### config.mk
export PLATFORM = sky130hd
export DESIGN_NAME = evt_agg
export DESIGN_NICKNAME = d
export VERILOG_FILES = /design/src/rtl/evt_agg_pkg.sv /design/src/rtl/evt_pend_bank.sv /design/src/rtl/evt_mask_set.sv /design/src/rtl/evt_line_match.sv /design/src/rtl/evt_agg.sv
export SDC_FILE = /design/constraint.sdc
export NUM_CORES = 1
export LEC_CHECK = 0
export ABC_AREA = 1
export ABC_CLOCK_PERIOD_IN_PS = 5100
export BUFFER_PORTS_ARGS = -buffer_cell sky130_fd_sc_hd__buf_2
export CORE_MARGIN = 3
export CORE_UTILIZATION = 65
export CTS_CLUSTER_SIZE = 20
export DETAILED_ROUTE_END_ITERATION = 8
export PLACE_DENSITY = 0.83
export SLEW_MARGIN = 10
export SYNTH_ARGS = -nofsm -noshare
export SYNTH_HDL_FRONTEND = slang
export SYNTH_HIERARCHICAL = 1
export SYNTH_SLANG_ARGS = --single-unit
### constraint.sdc
create_clock -name clk -period 5.1 [get_ports clk]
set_input_delay 0.255 -clock clk [delete_from_list [all_inputs] [get_ports clk]]
set_output_delay 0.255 -clock clk [all_outputs]
set_load 0.02 [all_outputs]
### src/rtl/evt_agg_pkg.sv
package evt_agg_pkg;
    localparam int NBANK   = 3;
    localparam int BANK_W  = 32;
    localparam int CODE_W  = 7;
    localparam int NLINE   = 3;
    localparam int ADDR_W  = 4;
    localparam int SEL_W   = $clog2(BANK_W);
    localparam int BIDX_W  = CODE_W - SEL_W;
    localparam int GRP_W   = ADDR_W - BIDX_W;

    typedef enum logic [GRP_W-1:0] {
        GRP_PEND     = 2'd0,
        GRP_MASK_HI  = 2'd1,
        GRP_MASK_MID = 2'd2,
        GRP_MASK_LO  = 2'd3
    } grp_e;
endpackage

### src/rtl/evt_pend_bank.sv
module evt_pend_bank #(
    parameter int BANK_W   = 32,
    parameter int CODE_W   = 7,
    parameter int BANK_IDX = 0
) (
    input  logic              clk,
    input  logic              rst_n,
    input  logic              evt_valid,
    input  logic [CODE_W-1:0] evt_code,
    input  logic              clr_we,
    input  logic [BANK_W-1:0] clr_data,
    output logic [BANK_W-1:0] pend_o
);
    localparam int SEL_W  = $clog2(BANK_W);
    localparam int BIDX_W = CODE_W - SEL_W;

    typedef struct packed {
        logic [BANK_W-1:0] pend;
    } bank_st_t;

    bank_st_t          st_d, st_q;
    logic              hit;
    logic [SEL_W-1:0]  sel;
    logic [BANK_W-1:0] set_vec;
    logic [BANK_W-1:0] clr_vec;

    always_comb begin
        sel     = evt_code[SEL_W-1:0];
        hit     = evt_valid && (evt_code[CODE_W-1:SEL_W] == BIDX_W'(BANK_IDX));
        set_vec = '0;
        if (hit) set_vec[sel] = 1'b1;
        clr_vec = clr_we ? clr_data : '0;
        // a new event outranks a clear of the same flag
        st_d.pend = (st_q.pend & ~clr_vec) | set_vec;
    end

    always_ff @(posedge clk) begin
        if (!rst_n) st_q <= '0;
        else        st_q <= st_d;
    end

    assign pend_o = st_q.pend;

    p_event_sets_r1: assert property (@(posedge clk) disable iff (!rst_n)
        hit |=> pend_o[$past(sel)]);

    p_event_beats_clear_r9: assert property (@(posedge clk) disable iff (!rst_n)
        (hit && clr_we && clr_data[sel]) |=> pend_o[$past(sel)]);

    p_clear_ones_r5: assert property (@(posedge clk) disable iff (!rst_n)
        (clr_we && !hit) |=> ((pend_o & $past(clr_data)) == '0));

    p_sticky_r2: assert property (@(posedge clk) disable iff (!rst_n)
        !clr_we |=> ((pend_o & $past(pend_o)) == $past(pend_o)));
endmodule

### src/rtl/evt_mask_set.sv
module evt_mask_set #(
    parameter int NBANK  = 3,
    parameter int BANK_W = 32,
    parameter int BIDX_W = 2
) (
    input  logic                         clk,
    input  logic                         rst_n,
    input  logic                         wr_en,
    input  logic [BIDX_W-1:0]            wr_bank,
    input  logic [BANK_W-1:0]            wr_data,
    output logic [NBANK-1:0][BANK_W-1:0] mask_o
);
    typedef struct packed {
        logic [NBANK-1:0][BANK_W-1:0] mask;
    } mask_st_t;

    mask_st_t st_d, st_q;

    always_comb begin
        st_d = st_q;
        for (int b = 0; b < NBANK; b++) begin
            if (wr_en && (wr_bank == BIDX_W'(b))) st_d.mask[b] = wr_data;
        end
    end

    always_ff @(posedge clk) begin
        if (!rst_n) st_q <= '0;
        else        st_q <= st_d;
    end

    assign mask_o = st_q.mask;

    p_mask_hold_r3: assert property (@(posedge clk) disable iff (!rst_n)
        !wr_en |=> $stable(mask_o));
endmodule

### src/rtl/evt_line_match.sv
module evt_line_match #(
    parameter int NBANK  = 3,
    parameter int BANK_W = 32
) (
    input  logic [NBANK-1:0][BANK_W-1:0] pend_i,
    input  logic [NBANK-1:0][BANK_W-1:0] mask_i,
    output logic                         irq_o
);
    always_comb begin
        irq_o = 1'b0;
        for (int b = 0; b < NBANK; b++) begin
            irq_o = irq_o | (|(pend_i[b] & mask_i[b]));
        end
    end
endmodule

### src/rtl/evt_agg.sv
module evt_agg
    import evt_agg_pkg::*;
(
    input  logic              clk,
    input  logic              rst_n,
    input  logic              evt_valid,
    input  logic [CODE_W-1:0] evt_code,
    input  logic [ADDR_W-1:0] reg_addr,
    input  logic [BANK_W-1:0] reg_wdata,
    input  logic              reg_we,
    output logic [BANK_W-1:0] reg_rdata,
    output logic              irq_hi,
    output logic              irq_mid,
    output logic              irq_lo
);
    logic [GRP_W-1:0]                          grp;
    logic [BIDX_W-1:0]                         bidx;
    logic [NBANK-1:0][BANK_W-1:0]              pend_all;
    logic [NLINE-1:0][NBANK-1:0][BANK_W-1:0]   mask_all;
    logic [NLINE-1:0]                          irq_vec;

    assign grp  = reg_addr[ADDR_W-1:BIDX_W];
    assign bidx = reg_addr[BIDX_W-1:0];

    for (genvar b = 0; b < NBANK; b++) begin : g_bank
        evt_pend_bank #(
            .BANK_W  (BANK_W),
            .CODE_W  (CODE_W),
            .BANK_IDX(b)
        ) u_bank (
            .clk      (clk),
            .rst_n    (rst_n),
            .evt_valid(evt_valid),
            .evt_code (evt_code),
            .clr_we   (reg_we && (grp == GRP_PEND) && (bidx == BIDX_W'(b))),
            .clr_data (reg_wdata),
            .pend_o   (pend_all[b])
        );
    end

    for (genvar l = 0; l < NLINE; l++) begin : g_line
        evt_mask_set #(
            .NBANK (NBANK),
            .BANK_W(BANK_W),
            .BIDX_W(BIDX_W)
        ) u_mask (
            .clk    (clk),
            .rst_n  (rst_n),
            .wr_en  (reg_we && (grp == GRP_W'(l + 1))),
            .wr_bank(bidx),
            .wr_data(reg_wdata),
            .mask_o (mask_all[l])
        );

        evt_line_match #(
            .NBANK (NBANK),
            .BANK_W(BANK_W)
        ) u_match (
            .pend_i(pend_all),
            .mask_i(mask_all[l]),
            .irq_o (irq_vec[l])
        );
    end

    always_comb begin
        reg_rdata = '0;
        for (int b = 0; b < NBANK; b++) begin
            if (bidx == BIDX_W'(b)) begin
                if (grp == GRP_PEND) reg_rdata = pend_all[b];
                else                 reg_rdata = mask_all[grp - 1'b1][b];
            end
        end
    end

    assign irq_hi  = irq_vec[0];
    assign irq_mid = irq_vec[1];
    assign irq_lo  = irq_vec[2];

    p_bank3_ignored_r10: assert property (@(posedge clk) disable iff (!rst_n)
        (evt_valid && (evt_code[CODE_W-1:SEL_W] == '1) && !reg_we) |=> $stable(pend_all));

    p_hi_low_when_none_r6: assert property (@(posedge clk) disable iff (!rst_n)
        !irq_hi |-> ((pend_all & mask_all[0]) == '0));

    p_lo_high_when_any_r4: assert property (@(posedge clk) disable iff (!rst_n)
        ((pend_all & mask_all[2]) != '0) |-> irq_lo);

    p_read_no_effect_r7: assert property (@(posedge clk) disable iff (!rst_n)
        (!reg_we && !evt_valid) |=> $stable(pend_all));

    p_reset_quiet_r11: assert property (@(posedge clk)
        !rst_n |=> (!irq_hi && !irq_mid && !irq_lo && pend_all == '0));
endmodule

# Word-level counts from Yosys, hierarchy flattened
# Index checks and enable logic that the tools add are counted.
# Widths: inputs -> output; s select.
# totals
register_bits,384
input_bits,47
out_inout_bits,35
# op_classes
n_addsub,1
magnitude_cmp,3
n_eq_ne,7
mux,16
bitwise,24
reduce_logical,32
# ops
operator,count
$and 32x32->32,12
$mux 32,12
$reduce_or 32->1,9
$bmux 96 s2,1
$mux 96,1
$not 32->32,3
$or 32x32->32,3
$logic_and 1x1->1,20
$eq 2x2->1 const B,4
$eq 2x1->1 const B,3
$logic_not 2->1,3
$lt 5x6->1 const B,1
$or 1x1->1,6
$demux 1 s5,1
$ge 5x1->1 const B,1
$lt 2x3->1 const B,1
$sub 2x1->2 const B,1
$mux 1,1

# Depth between registers and ports, before layout
# depth
word_depth,7
depth_mapped,12
depth_no_buf,8

# Cells and area by module
# Netlist, hierarchy kept.
# by_module_without_submodules
module,n_inst,cells_per_inst,area_per_inst_um2
evt_mask_set,3,617,4116.4
evt_agg,1,1287,5196.2
evt_pend_bank at g_bank[1].u_bank ...,2,198,1336.3
evt_line_match,3,175,676.9
evt_pend_bank at g_bank[0].u_bank,1,195,1302.5

# Worst setup path before layout
# No wires, ideal clock.
# synth_timing
kind,input-to-reg
startpoint,input port reg_addr[2]
endpoint,"register g_bank[0].u_bank.st_q, in the netlist g_bank[0].u_bank/pend_o[0]"
setup_ps,132
t_arrival_ps,2031
setup_slack_ps,2937
path_stages,12
path_buffers,5
cell_sequence,inv_2 buf_2 buf_2 ha_1 buf_2 buf_2 nand2_1 nor2_1 clkbuf_1 nand2_1 nand2_1 a21oi_1
# synth_between
elab_chain_len,7
# synth_lines
item,line_no,source
from (decl),evt_agg.sv:8,"input logic [ADDR_W-1:0] reg_addr,"
$logic_not 2->1,evt_agg.sv:35,".clr_we (reg_we && (grp == GRP_PEND) && (bidx == BIDX_W'(b))),"
$logic_and 1x1->1 (2 in series),evt_agg.sv:35,
$mux 32,evt_pend_bank.sv:32,clr_vec = clr_we ? clr_data : '0;
$not 32->32,evt_pend_bank.sv:34,st_d.pend = (st_q.pend & ~clr_vec) | set_vec;
$and 32x32->32,evt_pend_bank.sv:34,
$or 32x32->32,evt_pend_bank.sv:34,
to (signal assigned),evt_pend_bank.sv:39,else st_q <= st_d;
to (decl),evt_pend_bank.sv:21,"bank_st_t st_d, st_q;"
# No other way between the ends.
# A chain may end at the register's enable or synchronous reset.

# Worst setup path after layout
# layout_timing
startpoint,input port reg_addr[2]
endpoint,output port reg_rdata[22]
# layout_between
elab_chain_len,7
# layout_lines
item,line_no,source
$sub 2x1->2,evt_agg.sv:70,else reg_rdata = mask_all[grp - 1'b1][b];
$bmux 96 s2,evt_agg.sv:70,
$mux 96 (implied by the code),evt_agg.sv:70,
$mux 32,evt_agg.sv:69,if (grp == GRP_PEND) reg_rdata = pend_all[b];
$mux 32 (2 in series),evt_agg.sv:68,if (bidx == BIDX_W'(b)) begin
$mux 32 (*),evt_agg.sv:68,
to (decl),evt_agg.sv:11,"output logic [BANK_W-1:0] reg_rdata,"
# Mark *: on every way between the ends. The rest lies on a longest branch, timed or not. The select of a mux whose other input is x is not followed.

==> flow_metrics.tcl <==
set metrics [dict create \
    crit_required_ns 4.85 \
    cp_max_fo 101 \
    grt-ovfl-total 0 \
    grt_pass1_wl_um 122000 \
    ctsRootBufferMaster "clkbuf_16" \
    clk_path_buf_depth 3 \
    hp-class "in -> reg" \
    stdcell_area_um2 25000 \
    hold_end "g_line[0].u_mask/mask_o[88]" \
    synthToLayoutAreaGrowth_pct 6.26 \
    ios 82 \
    syn_inst 4254 \
    dieWidth_um 196 \
    cts_made_buffers 43 \
    critical_path_class "in -> out" \
    gp_congestion 0.965 \
    postCtsHoldBufs 0 \
    wl_per_cell_um 16.7 \
    setup_violations 0 \
    hold_viol 0 \
    leakage_nw 12.4 \
    port_buffers 81 \
    cts.clk_slew.worst_paths_ns 0.06 \
    num-fill-cells 3388 \
    ir_drop_mv 0.252 \
    r2r_slack_ns 4.32 \
    cts_htree_levels 2 \
    nets 4245 \
    synth_cell_types 21 \
    fin_crit_sh 0.676 \
    grt_max_degree 102 \
    post-cts-setup-buffer-count 0 \
    report.final.slew_viol_count 0 \
    finalWirelength_um 78300 \
    start_util 0.661 \
    synth-seq-cells 384 \
    total_power_mw 7.20 \
    regToRegEndpoint "g_bank[0].u_bank/pend_o[20]" \
    drive_gt1_frac 0.0487 \
    drt_iter0_drc 2933 \
    die_h_um 196 \
    die_area_um2 38600 \
    fmax_mhz 290 \
    r2r_start "g_bank[0].u_bank/pend_o[20]" \
    drc 0 \
    viasPerCell 5.40 \
    min_period_ns 3.45 \
    synthesis.area_um2 23600 \
    p_per_area_nw_per_um2 288 \
    cts.repair.resized 0 \
    syn-num-nets 4305 \
    ant_nets 0 \
    clk_latency_ns 0.57 \
    crit_arrival_ns 3.19 \
    clock_skew_ns 0 \
    grt_usage 0.396 \
    rsz0062_at_grt "false" \
    relSlewSlack 0.163 \
    holdWs_ns 0.0684 \
    fin_setup_tns_ns 0 \
    grt_pass1_vias 22526 \
    start_kind "input pin" \
    hpwl_um 48000 \
    r2r_cells 2 \
    yosysWarnings 6 \
    antenna_found_initial 12 \
    crit_path_end_kind "primary output" \
    drv_cap 0 \
    row_count 69 \
    cts_tree "done" \
    vias 25360 \
    syn_area_per_cell_um2 5.54 \
    ys_seq_area_frac 0.326 \
    dpl_cell_area_um2 23500 \
    status "finished, final reports clean" \
    core-area_um2 35700 \
    min_from "reg_wdata[24]" \
    finish.utilization 0.702 \
    clkSinkCount 384 \
    tightest_slew_ns 1.25 \
    min_path_cells 3 \
    drt_pass1_iterations 8 \
]
-- flip-flops by register name, summed over array words and instances (netlist names) --
register	count
g_bank.u_bank/pend_o	96
g_line.u_mask/mask_o	288
-- power by group --
part	leakage (nW)	internal (mW)	switching, mW
combinational	8.57	0.212	0.614
clock	0.728	1.96	1.31
sequential	3.10	3.05	0.0449
total	12.4	5.22	1.97
-- through the flow --
step	setup slack (ns)	cells
after CTS	1.75	4688
after detailed placement	1.73	4610
after global routing	1.48	4692
after global placement	1.77	4610
after floorplan	2.94	4254
final	1.65	4692
-- placed cells by master (no fill, tap or decap), types with 2 or more instances in the layout --
master      synthesis  layout
a21oi_1           286     286
a21oi_2             2       2
buf_2              82      79
buf_4              27      21
bufinv_16           0       4
clkbuf_1           36       8
clkbuf_16           0      45
clkbuf_8            0      10
clkinv_2            0       9
clkinvlp_4          0       2
dfxtp_1           384     384
diode_2             0       4
ha_1                4       3
inv_1             611     607
inv_2               1       4
nand2_1          1697    1696
nand3_1           227     227
nand3_2             2       2
nand3_4             6       6
nand4_1            24      24
nor2_1            780     777
nor2_2              8      11
nor2_4              3       3
nor3_1              9       9
nor3_2              2       2
-- cells in the mapped netlist --
cell / n / area, µm²
dfxtp_1: 384 / 7690
buf_4: 27 / 203
nand4_1: 24 / 150
nand2_1: 1697 / 6370
inv_1: 611 / 2290
nand3_2: 2 / 20.0
buf_1: 33 / 124
nor2_4: 3 / 33.8
nor2_2: 8 / 50.1
nor3_2: 2 / 20.0
nor3_1: 9 / 45.0
a21oi_1: 286 / 1430
clkbuf_1: 36 / 135
ha_1: 4 / 50.1
buf_2: 82 / 410
nand3_1: 227 / 1140
buf_6: 30 / 338
a21oi_2: 2 / 17.5
nor2_1: 780 / 2930
nand3_4: 6 / 105
inv_2: 1 / 3.75
-- worst max-delay path by stage --
stage                     start                           to  cells after the start
finish              reg_addr[2]                reg_rdata[22]                     10
global route        reg_addr[2]                reg_rdata[15]                     10
CTS                 reg_addr[2]                reg_rdata[12]                     10
detailed placement  reg_addr[2]  g_bank[2].u_bank/pend_o[18]                      9
global placement    reg_addr[2]  g_bank[2].u_bank/pend_o[18]                      9
floorplan           reg_addr[2]   g_bank[0].u_bank/pend_o[0]                     12
-- layer usage --
layer / wire [µm] / part of all wire / GRT usage
met5: 92 / 0.0012 / 0
met4: 5160 / 0.066 / 0.244
met3: 9410 / 0.12 / 0.0848
met2: 34200 / 0.44 / 0.623
met1: 29300 / 0.37 / 0.501
-- area by class of cell --
class | count | area [µm²] | share of cell area
multi-input cells | 3050 | 12400 | 0.495
repair buffers | 103 | 599 | 0.0239
inverters | 612 | 2300 | 0.0919
well taps | 461 | 577 | 0.0230
clock buffers | 63 | 1290 | 0.0517
flip-flops and latches | 384 | 7690 | 0.307
diodes | 4 | 10.0 | 0.000400
clock inverters | 15 | 180 | 0.00720
-- critical path, stage by stage --
cell and delay, ns:
buf_6 0.47, inv_4 0.40, ha_4 0.79, buf_12 0.41, nor2_1 0.10, nor2_1 0.10, nand2_1 0.06, nand2_1 0.06
nand3_1 0.14, buf_2 0.20
-- kinds of logic (layout without fill, tap and decap cells) --
| kind of cell | after synthesis | after routing | synth area share |
|---|---|---|---|
| AO/OA/AOI/OAI | 288 | 288 | 0.0615 |
| adder cells (fa/ha/maj) | 4 | 4 | 0.00213 |
| buffers and inverters | 820 | 793 | 0.149 |
| flip-flops | 384 | 384 | 0.326 |
| other | 0 | 4 | 0 |
| AND/OR/NAND/NOR | 2758 | 2758 | 0.461 |
Power figures use the tool's default switching activity.
